### src/rtl/sm_pkg.sv
package sm_pkg;

  typedef enum logic [7:0] {
    OP_HALT  = 8'h00,
    OP_PUSH  = 8'h01,
    OP_POP   = 8'h02,
    OP_ADD   = 8'h03,
    OP_SUB   = 8'h04,
    OP_MUL   = 8'h05,
    OP_DIV   = 8'h06,
    OP_DUP   = 8'h07,
    OP_SWAP  = 8'h08,
    OP_OVER  = 8'h09,
    OP_JMP   = 8'h0A,
    OP_JZ    = 8'h0B,
    OP_PRINT = 8'h0C
  } opcode_e;

  typedef enum logic [1:0] {
    FLT_NONE  = 2'd0,
    FLT_UNDER = 2'd1,
    FLT_OVER  = 2'd2,
    FLT_DIVZ  = 2'd3
  } fault_e;

  typedef enum logic [1:0] {
    ST_FETCH,
    ST_DECODE,
    ST_EXEC,
    ST_HALT
  } state_e;

endpackage

### src/rtl/sm_rst_sync.sv
module sm_rst_sync (
  input  logic clk,
  input  logic rst_n_in,
  output logic rst_n_out
);

  logic [1:0] sync_q;

  // assert at once, release after two edges
  always_ff @(posedge clk or negedge rst_n_in) begin
    if (!rst_n_in) sync_q <= 2'b00;
    else           sync_q <= {sync_q[0], 1'b1};
  end

  assign rst_n_out = sync_q[1];

endmodule

### src/rtl/sm_alu.sv
module sm_alu
  import sm_pkg::*;
#(
  parameter int DATA_W = 16
) (
  input  logic [7:0]        op,
  input  logic [DATA_W-1:0] lhs,
  input  logic [DATA_W-1:0] rhs,
  output logic [DATA_W-1:0] res,
  output logic              div_zero
);

  always_comb begin
    div_zero = (rhs == '0);
    case (op)
      OP_ADD:  res = lhs + rhs;
      OP_SUB:  res = lhs - rhs;
      OP_MUL:  res = lhs * rhs;
      OP_DIV:  res = div_zero ? '0 : lhs / rhs;
      default: res = '0;
    endcase
  end

endmodule

### src/rtl/sm_stack.sv
module sm_stack #(
  parameter int DATA_W = 16,
  parameter int DEPTH  = 8,
  localparam int SP_W  = $clog2(DEPTH + 1)
) (
  input  logic              clk,
  input  logic              rst_n,
  input  logic              upd_en,
  input  logic [SP_W-1:0]   nsp,
  input  logic              wr_top,
  input  logic [DATA_W-1:0] top_val,
  input  logic              wr_sec,
  input  logic [DATA_W-1:0] sec_val,
  output logic [SP_W-1:0]   sp,
  output logic [DATA_W-1:0] top,
  output logic [DATA_W-1:0] sec
);

  localparam int IDX_W = (DEPTH > 1) ? $clog2(DEPTH) : 1;
  localparam int SLOTS = 1 << IDX_W;

  logic [DATA_W-1:0] cells [SLOTS];
  logic [SP_W-1:0]   sp_q;
  logic [IDX_W-1:0]  top_slot, sec_slot, rd_top, rd_sec;

  function automatic logic [IDX_W-1:0] slot(input logic [SP_W-1:0] n,
                                            input logic [SP_W-1:0] back);
    logic [SP_W-1:0] d;
    d = n - back;
    return d[IDX_W-1:0];
  endfunction

  always_comb begin
    top_slot = slot(nsp, SP_W'(1));
    sec_slot = slot(nsp, SP_W'(2));
    rd_top   = slot(sp_q, SP_W'(1));
    rd_sec   = slot(sp_q, SP_W'(2));
  end

  always_ff @(posedge clk or negedge rst_n) begin
    if (!rst_n)      sp_q <= '0;
    else if (upd_en) sp_q <= nsp;
  end

  always_ff @(posedge clk) begin
    for (int i = 0; i < SLOTS; i++) begin
      if (upd_en && wr_top && top_slot == IDX_W'(i))      cells[i] <= top_val;
      else if (upd_en && wr_sec && sec_slot == IDX_W'(i)) cells[i] <= sec_val;
    end
  end

  assign sp  = sp_q;
  assign top = cells[rd_top];
  assign sec = cells[rd_sec];

  AST_NO_OVERFLOW: assert property (@(posedge clk) disable iff (!rst_n)
    sp_q <= SP_W'(DEPTH));

  AST_SP_STEP: assert property (@(posedge clk) disable iff (!rst_n)
    1'b1 |=> (sp_q == $past(sp_q) || sp_q == $past(sp_q) + SP_W'(1) ||
              sp_q == $past(sp_q) - SP_W'(1)));

endmodule

### src/rtl/sm_core.sv
module sm_core
  import sm_pkg::*;
#(
  parameter int DATA_W = 16,
  parameter int DEPTH  = 8,
  parameter int PC_W   = 8,
  localparam int SP_W  = $clog2(DEPTH + 1)
) (
  input  logic              clk,
  input  logic              rst_n,
  input  logic [7:0]        imem_data,
  output logic [PC_W-1:0]   imem_addr,
  output logic [PC_W-1:0]   pc,
  output logic [SP_W-1:0]   sp,
  output logic              halted,
  output logic [1:0]        fault,
  output logic              out_valid,
  output logic [DATA_W-1:0] out_data
);

  logic              rst_i;
  state_e            state_q, state_d;
  logic [PC_W-1:0]   pc_q, pc_d;
  logic              pc_en;
  logic [7:0]        ir_q;
  logic              ir_en;
  fault_e            flt_q, flt_d;
  logic              flt_en;
  logic              ov_q, ov_d;
  logic [DATA_W-1:0] od_q;
  logic              od_en;

  logic              st_upd, wr_top, wr_sec;
  logic [SP_W-1:0]   sp_w, nsp;
  logic [DATA_W-1:0] top_w, sec_w, top_val, sec_val, alu_res;
  logic              dz;

  logic [1:0]        need;
  logic              grows, known, under, over;
  logic [PC_W-1:0]   len, tgt;
  logic [DATA_W-1:0] imm;

  sm_rst_sync u_rst (.clk(clk), .rst_n_in(rst_n), .rst_n_out(rst_i));

  sm_stack #(.DATA_W(DATA_W), .DEPTH(DEPTH)) u_stack (
    .clk(clk), .rst_n(rst_i), .upd_en(st_upd), .nsp(nsp),
    .wr_top(wr_top), .top_val(top_val), .wr_sec(wr_sec), .sec_val(sec_val),
    .sp(sp_w), .top(top_w), .sec(sec_w)
  );

  sm_alu #(.DATA_W(DATA_W)) u_alu (
    .op(ir_q), .lhs(sec_w), .rhs(top_w), .res(alu_res), .div_zero(dz)
  );

  // opcode attributes: items needed, growth, length
  always_comb begin
    need  = 2'd0;
    grows = 1'b0;
    known = 1'b1;
    len   = PC_W'(1);
    case (ir_q)
      OP_HALT: ;
      OP_PUSH: begin grows = 1'b1; len = PC_W'(2); end
      OP_POP, OP_PRINT: need = 2'd1;
      OP_DUP:  begin need = 2'd1; grows = 1'b1; end
      OP_ADD, OP_SUB, OP_MUL, OP_DIV, OP_SWAP: need = 2'd2;
      OP_OVER: begin need = 2'd2; grows = 1'b1; end
      OP_JMP:  len = PC_W'(2);
      OP_JZ:   begin need = 2'd1; len = PC_W'(2); end
      default: known = 1'b0;
    endcase
  end

  // next-state process
  always_comb begin
    state_d = state_q;
    pc_d    = pc_q;
    pc_en   = 1'b0;
    ir_en   = 1'b0;
    flt_d   = flt_q;
    flt_en  = 1'b0;
    ov_d    = 1'b0;
    od_en   = 1'b0;
    st_upd  = 1'b0;
    nsp     = sp_w;
    wr_top  = 1'b0;
    wr_sec  = 1'b0;
    top_val = top_w;
    sec_val = sec_w;
    under   = sp_w < SP_W'(need);
    over    = grows && (sp_w == SP_W'(DEPTH));
    imm     = DATA_W'(imem_data);
    tgt     = PC_W'(imem_data);
    case (state_q)
      ST_FETCH:  state_d = ST_DECODE;
      ST_DECODE: begin ir_en = 1'b1; state_d = ST_EXEC; end
      ST_EXEC: begin
        if (!known || ir_q == OP_HALT) begin
          state_d = ST_HALT;
        end else if (under) begin
          flt_d = FLT_UNDER; flt_en = 1'b1; state_d = ST_HALT;
        end else if (over) begin
          flt_d = FLT_OVER;  flt_en = 1'b1; state_d = ST_HALT;
        end else if (ir_q == OP_DIV && dz) begin
          flt_d = FLT_DIVZ;  flt_en = 1'b1; state_d = ST_HALT;
        end else begin
          state_d = ST_FETCH;
          pc_en   = 1'b1;
          pc_d    = pc_q + len;
          st_upd  = 1'b1;
          case (ir_q)
            OP_PUSH:  begin nsp = sp_w + SP_W'(1); wr_top = 1'b1; top_val = imm; end
            OP_POP:   nsp = sp_w - SP_W'(1);
            OP_PRINT: begin nsp = sp_w - SP_W'(1); ov_d = 1'b1; od_en = 1'b1; end
            OP_ADD, OP_SUB, OP_MUL, OP_DIV: begin
              nsp = sp_w - SP_W'(1); wr_top = 1'b1; top_val = alu_res;
            end
            OP_DUP:   begin nsp = sp_w + SP_W'(1); wr_top = 1'b1; top_val = top_w; end
            OP_SWAP:  begin
              wr_top = 1'b1; top_val = sec_w; wr_sec = 1'b1; sec_val = top_w;
            end
            OP_OVER:  begin nsp = sp_w + SP_W'(1); wr_top = 1'b1; top_val = sec_w; end
            OP_JMP:   pc_d = tgt;
            OP_JZ:    begin
              nsp = sp_w - SP_W'(1);
              if (top_w == '0) pc_d = tgt;
            end
            default: ;
          endcase
        end
      end
      default: ;
    endcase
  end

  // register process
  always_ff @(posedge clk or negedge rst_i) begin
    if (!rst_i) begin
      state_q <= ST_FETCH;
      pc_q    <= '0;
      flt_q   <= FLT_NONE;
      ov_q    <= 1'b0;
    end else begin
      state_q <= state_d;
      ov_q    <= ov_d;
      if (pc_en)  pc_q  <= pc_d;
      if (flt_en) flt_q <= flt_d;
    end
  end

  always_ff @(posedge clk) begin
    if (ir_en) ir_q <= imem_data;
    if (od_en) od_q <= top_w;
  end

  assign imem_addr = (state_q == ST_FETCH) ? pc_q : pc_q + PC_W'(1);
  assign pc        = pc_q;
  assign sp        = sp_w;
  assign halted    = (state_q == ST_HALT);
  assign fault     = flt_q;
  assign out_valid = ov_q;
  assign out_data  = od_q;

  AST_HALT_STICKY: assert property (@(posedge clk) disable iff (!rst_i)
    halted |=> halted);

  AST_PC_FROZEN: assert property (@(posedge clk) disable iff (!rst_i)
    halted |=> $stable(pc_q));

  AST_PRINT_PULSE: assert property (@(posedge clk) disable iff (!rst_i)
    ov_q |=> !ov_q);

  AST_FAULT_HALTS: assert property (@(posedge clk) disable iff (!rst_i)
    (flt_q != FLT_NONE) |-> halted);

endmodule

### config.mk
export PLATFORM = sky130hd
export DESIGN_NAME = sm_core
export DESIGN_NICKNAME = d
export VERILOG_FILES = /design/src/rtl/sm_pkg.sv /design/src/rtl/sm_rst_sync.sv /design/src/rtl/sm_alu.sv /design/src/rtl/sm_stack.sv /design/src/rtl/sm_core.sv
export SDC_FILE = /design/constraint.sdc
export NUM_CORES = 1
export LEC_CHECK = 0
export BUFFER_PORTS_ARGS = -buffer_cell sky130_fd_sc_hd__buf_2
export CORE_ASPECT_RATIO = 1.2
export CORE_MARGIN = 10
export CORE_UTILIZATION = 45
export DETAILED_ROUTE_END_ITERATION = 12
export HOLD_SLACK_MARGIN = 0.1
export PLACE_DENSITY_LB_ADDON = 0.2
export SLEW_MARGIN = 10
export SYNTH_ARGS = -nofsm -noshare
export SYNTH_HDL_FRONTEND = slang
export SYNTH_SLANG_ARGS = --single-unit
### constraint.sdc
create_clock -name clk -period 2.13 [get_ports clk]
set_clock_uncertainty 0.15 [all_clocks]
set_input_delay 0.3195 -clock clk [delete_from_list [all_inputs] [get_ports clk]]
set_output_delay 0.3195 -clock clk [all_outputs]
set_load 0.1 [all_outputs]
==> flow_metrics.tcl <==
set metrics [dict create \
    io_pins 50 \
    start_util_pct 45.5 \
    num_vias 23200 \
    multi_input_area_um2 17600 \
    fmax_mhz 37.4 \
    antenna_found_initial 2 \
    diodes 0 \
    cts_tree "done" \
    reg2reg_slack_ns -24.62 \
    rr_endpoint "u_stack.cells[4][0]" \
    critPathBufInv 19 \
    synth_area_leaders "edfxtp_1, ha_1, fa_1" \
    clockPowerShare_pct 14.7 \
    port_buffers 49 \
    pwr_density_cell_nw_per_um2 679 \
    wirelength_um 91100 \
    violations "setup timing" \
    dp_hpwl_um 71700 \
    ys_ff_latch 171 \
    path_class "reg -> reg" \
    clk_path_buf_depth 2 \
    worstSetupStartpointType "flip-flop" \
    syn2layout_area_growth_pct 46.3 \
    yosys.area.top_type "edfxtp_1" \
    critical-path-max-stage-delay_ns 0.58 \
    fin_crit_sh_pct 1260 \
    arrival_ns 26.81 \
    cp.required_ns 2.19 \
    clock-sinks 171 \
    power.total_mw 22.2 \
    p_leak_nw 14.8 \
    clock_latency_ns 0.47 \
    crit_path_top_delay_cell "mux4_2" \
    cts_max_level 4 \
    hold_slack_ns 0.181 \
    drtPass1Iterations 6 \
    grt_pass1_vias 23700 \
    fin_ws_ns -24.62 \
    status "finished, violations left" \
    grt_overflow_total 0 \
    avgSynthCellArea_um2 9.26 \
    dieHeight_um 264 \
    ys_async_sr_fraction_pct 11.1 \
    slew_viol_final 0 \
    synthFlopType "edfxtp_1" \
    relSlewSlack_pct 47.1 \
    seq_area_um2 5050 \
    root_buffer "clkbuf_16" \
    endpoint "u_stack.cells[4][0]" \
    post_drt_wl_per_cell_um 22.9 \
    grt_max_degree 33 \
    place_congestion 0.991 \
    dieArea_um2 59100 \
    fill_cells 3961 \
    r2r_start "u_stack.sp[1]" \
    rows 89 \
    die_x_um 224 \
    fp.coreArea_um2 49200 \
    nNetsFinal 3640 \
    cp.depth 144 \
    seqPwrFrac_pct 17.8 \
    path_max_fanout 10 \
    ys_types 92 \
    viasPerCell 5.84 \
    tightest_slew_ns 0.793 \
    finalHoldViolCount 0 \
    switching_share_pct 45.5 \
    netlist_instances 2417 \
    rsz0062_at_grt "true" \
    crit_start "u_stack.sp[1]" \
    grt_usage_pct 29.8 \
    p_int_mw 12.1 \
    yosys_warnings 0 \
    path_clk_slew_ns 0.08 \
    ir_worst_vdd_uv 1600 \
    yosysTopAreaCellShare_pct 20.4 \
    cts_inserted_buffers 17 \
    switching_power_mw 10.1 \
    finalCoreUtilization_pct 66.5 \
    drtIter0Drc 1881 \
    setup_viol 314 \
    cp-end-kind "flip-flop" \
    syn_nets 2729 \
    synth_edf_count 152 \
    critPathTopFamily "compound AO/OA/AOI/OAI gates" \
    period_needed_ns 26.75 \
    drtAntennaViolNets 0 \
    cap_violations 0 \
    crit_path_frequent_cell "o21a_1" \
    ys_seq_area_share_pct 22.5 \
    r2r_cells 144 \
    hold_path_class "reg -> async" \
    drive_above_1_share_pct 41.8 \
    combPwrFrac_pct 67.5 \
    syn_area_um2 22400 \
    grt_pass1_wl_um 137000 \
    drc 0 \
]
-- per-layer routing --
| layer | share of wire [%] | GRT usage (%) | vias up | wire length (um) |
|---|---|---|---|---|
| li1 | - | - | 10700 | - |
| met1 | 40 | 36.7 | 11400 | 36400 |
| met2 | 48 | 50.2 | 979 | 43400 |
| met3 | 7.2 | 4.66 | 217 | 6530 |
| met4 | 5.2 | 14.0 | 0 | 4750 |
| met5 | 0 | 0 | - | 0 |
-- worst min-delay path by stage --
stage | from | to | slack, ns | cells past startpoint
2_1_floorplan | rst_n | u_rst.sync_q[0] | -0.13 | 0
3_3_place_gp | rst_n | u_rst.sync_q[1] | -0.04 | 1
3_5_place_dp | rst_n | u_rst.sync_q[1] | -0.04 | 1
4_1_cts | u_rst.sync_q[1] | u_stack.sp[3] | 0.20 | 0
5_1_grt | u_rst.sync_q[0] | u_rst.sync_q[1] | 0.22 | 0
6_report | u_rst.sync_q[1] | u_stack.sp[3] | 0.18 | 0
-- logic make-up after synthesis --
kind of cell	Yosys count	share of synthesized area (%)
AND/OR/NAND/NOR	731	15.2
AO/OA/AOI/OAI	522	15.6
adder cells (fa/ha/maj)	302	19.6
buffers and inverters	289	5.43
multiplexers	265	16.2
flip-flops	171	22.5
XOR/XNOR	136	5.46
other	1	0.0167
-- layout by cell type, fill, tap and decap left out, types with 46 or more instances in the layout --
cell type	count
inv_1	173
nor3_1	84
mux2i_1	109
fa_1	82
mux2_2	46
buf_4	874
nor2_1	227
o21a_1	51
edfxtp_1	152
a21oi_1	116
ha_1	190
mux4_2	67
xnor2_1	95
nand2_1	188
-- through the flow --
stage               instance area (um^2)  cells  setup slack, ns  setup TNS [ns]
finish                             32800   3978           -24.62        -2163.14
global route                       32800   3978           -25.92        -2277.94
CTS                                32100   3942           -24.22        -2170.75
detailed placement                 30100   3825           -25.61        -2228.53
global placement                   30100   3825           -24.93        -2175.33
floorplan                          23000   2417           -25.50        -2433.17
-- worst reg2reg max path, delay by kind of cell (launching register included) --
family | cells | cell delay, ns
simple gates | 33 | 5.06
buf+inv | 19 | 2.77
compound gates | 71 | 12.76
xor+xnor | 2 | 0.24
fa+ha+maj | 15 | 3.93
mux | 4 | 1.17
flops | 1 | 0.42
-- state kept, by name, summed over array words and instances (netlist names) --
signal and cells:
fault 2, ir_q 8, out_data 16, out_valid 1, pc 8, state_q 2, u_rst.sync_q 2, u_stack.cells 128
u_stack.sp 4
-- power groups by stage --
stage / clock network (mW) / logic, mW / registers, mW
floorplan: 0 / 8.25 / 4.43
global route: 3.43 / 16.3 / 3.97
detailed placement: 0 / 14.3 / 4.02
CTS: 3.30 / 14.7 / 3.95
global placement: 0 / 14.1 / 4.01
finish: 3.28 / 15.0 / 3.95
-- synth_stat cells (all sizes together), types with 38 or more instances --
library cell and n:
a21o 38, a21oi 147, buf 44, clkbuf 54
edfxtp 152, fa 82, ha 220, inv 185
mux2 72, mux2i 126, mux4 67, nand2 198
nor2 244, nor3 99, o21a 52, o21ai 86
xnor2 97, xor2 38
-- cell type report --
type / instances / area share [%]
clock buffers: 17 / 1.30
repair buffers: 990 / 24.4
flip-flops and latches: 171 / 15.4
multi-input cells: 1957 / 53.7
well taps: 637 / 2.43
inverters: 191 / 2.23
clock inverters: 15 / 0.527
-- timing repair --
item | CTS | global route
buffers inserted | 75 | 37
gates resized for setup | 141 | 77
hold endpoints to repair | 15 | 0
hold buffers | 10 | 0
endpoints found under the setup margin | 314 | 314
cloned | 1 | 0
pin swaps | 88 | 84
(Power assumes the default switching activity.)
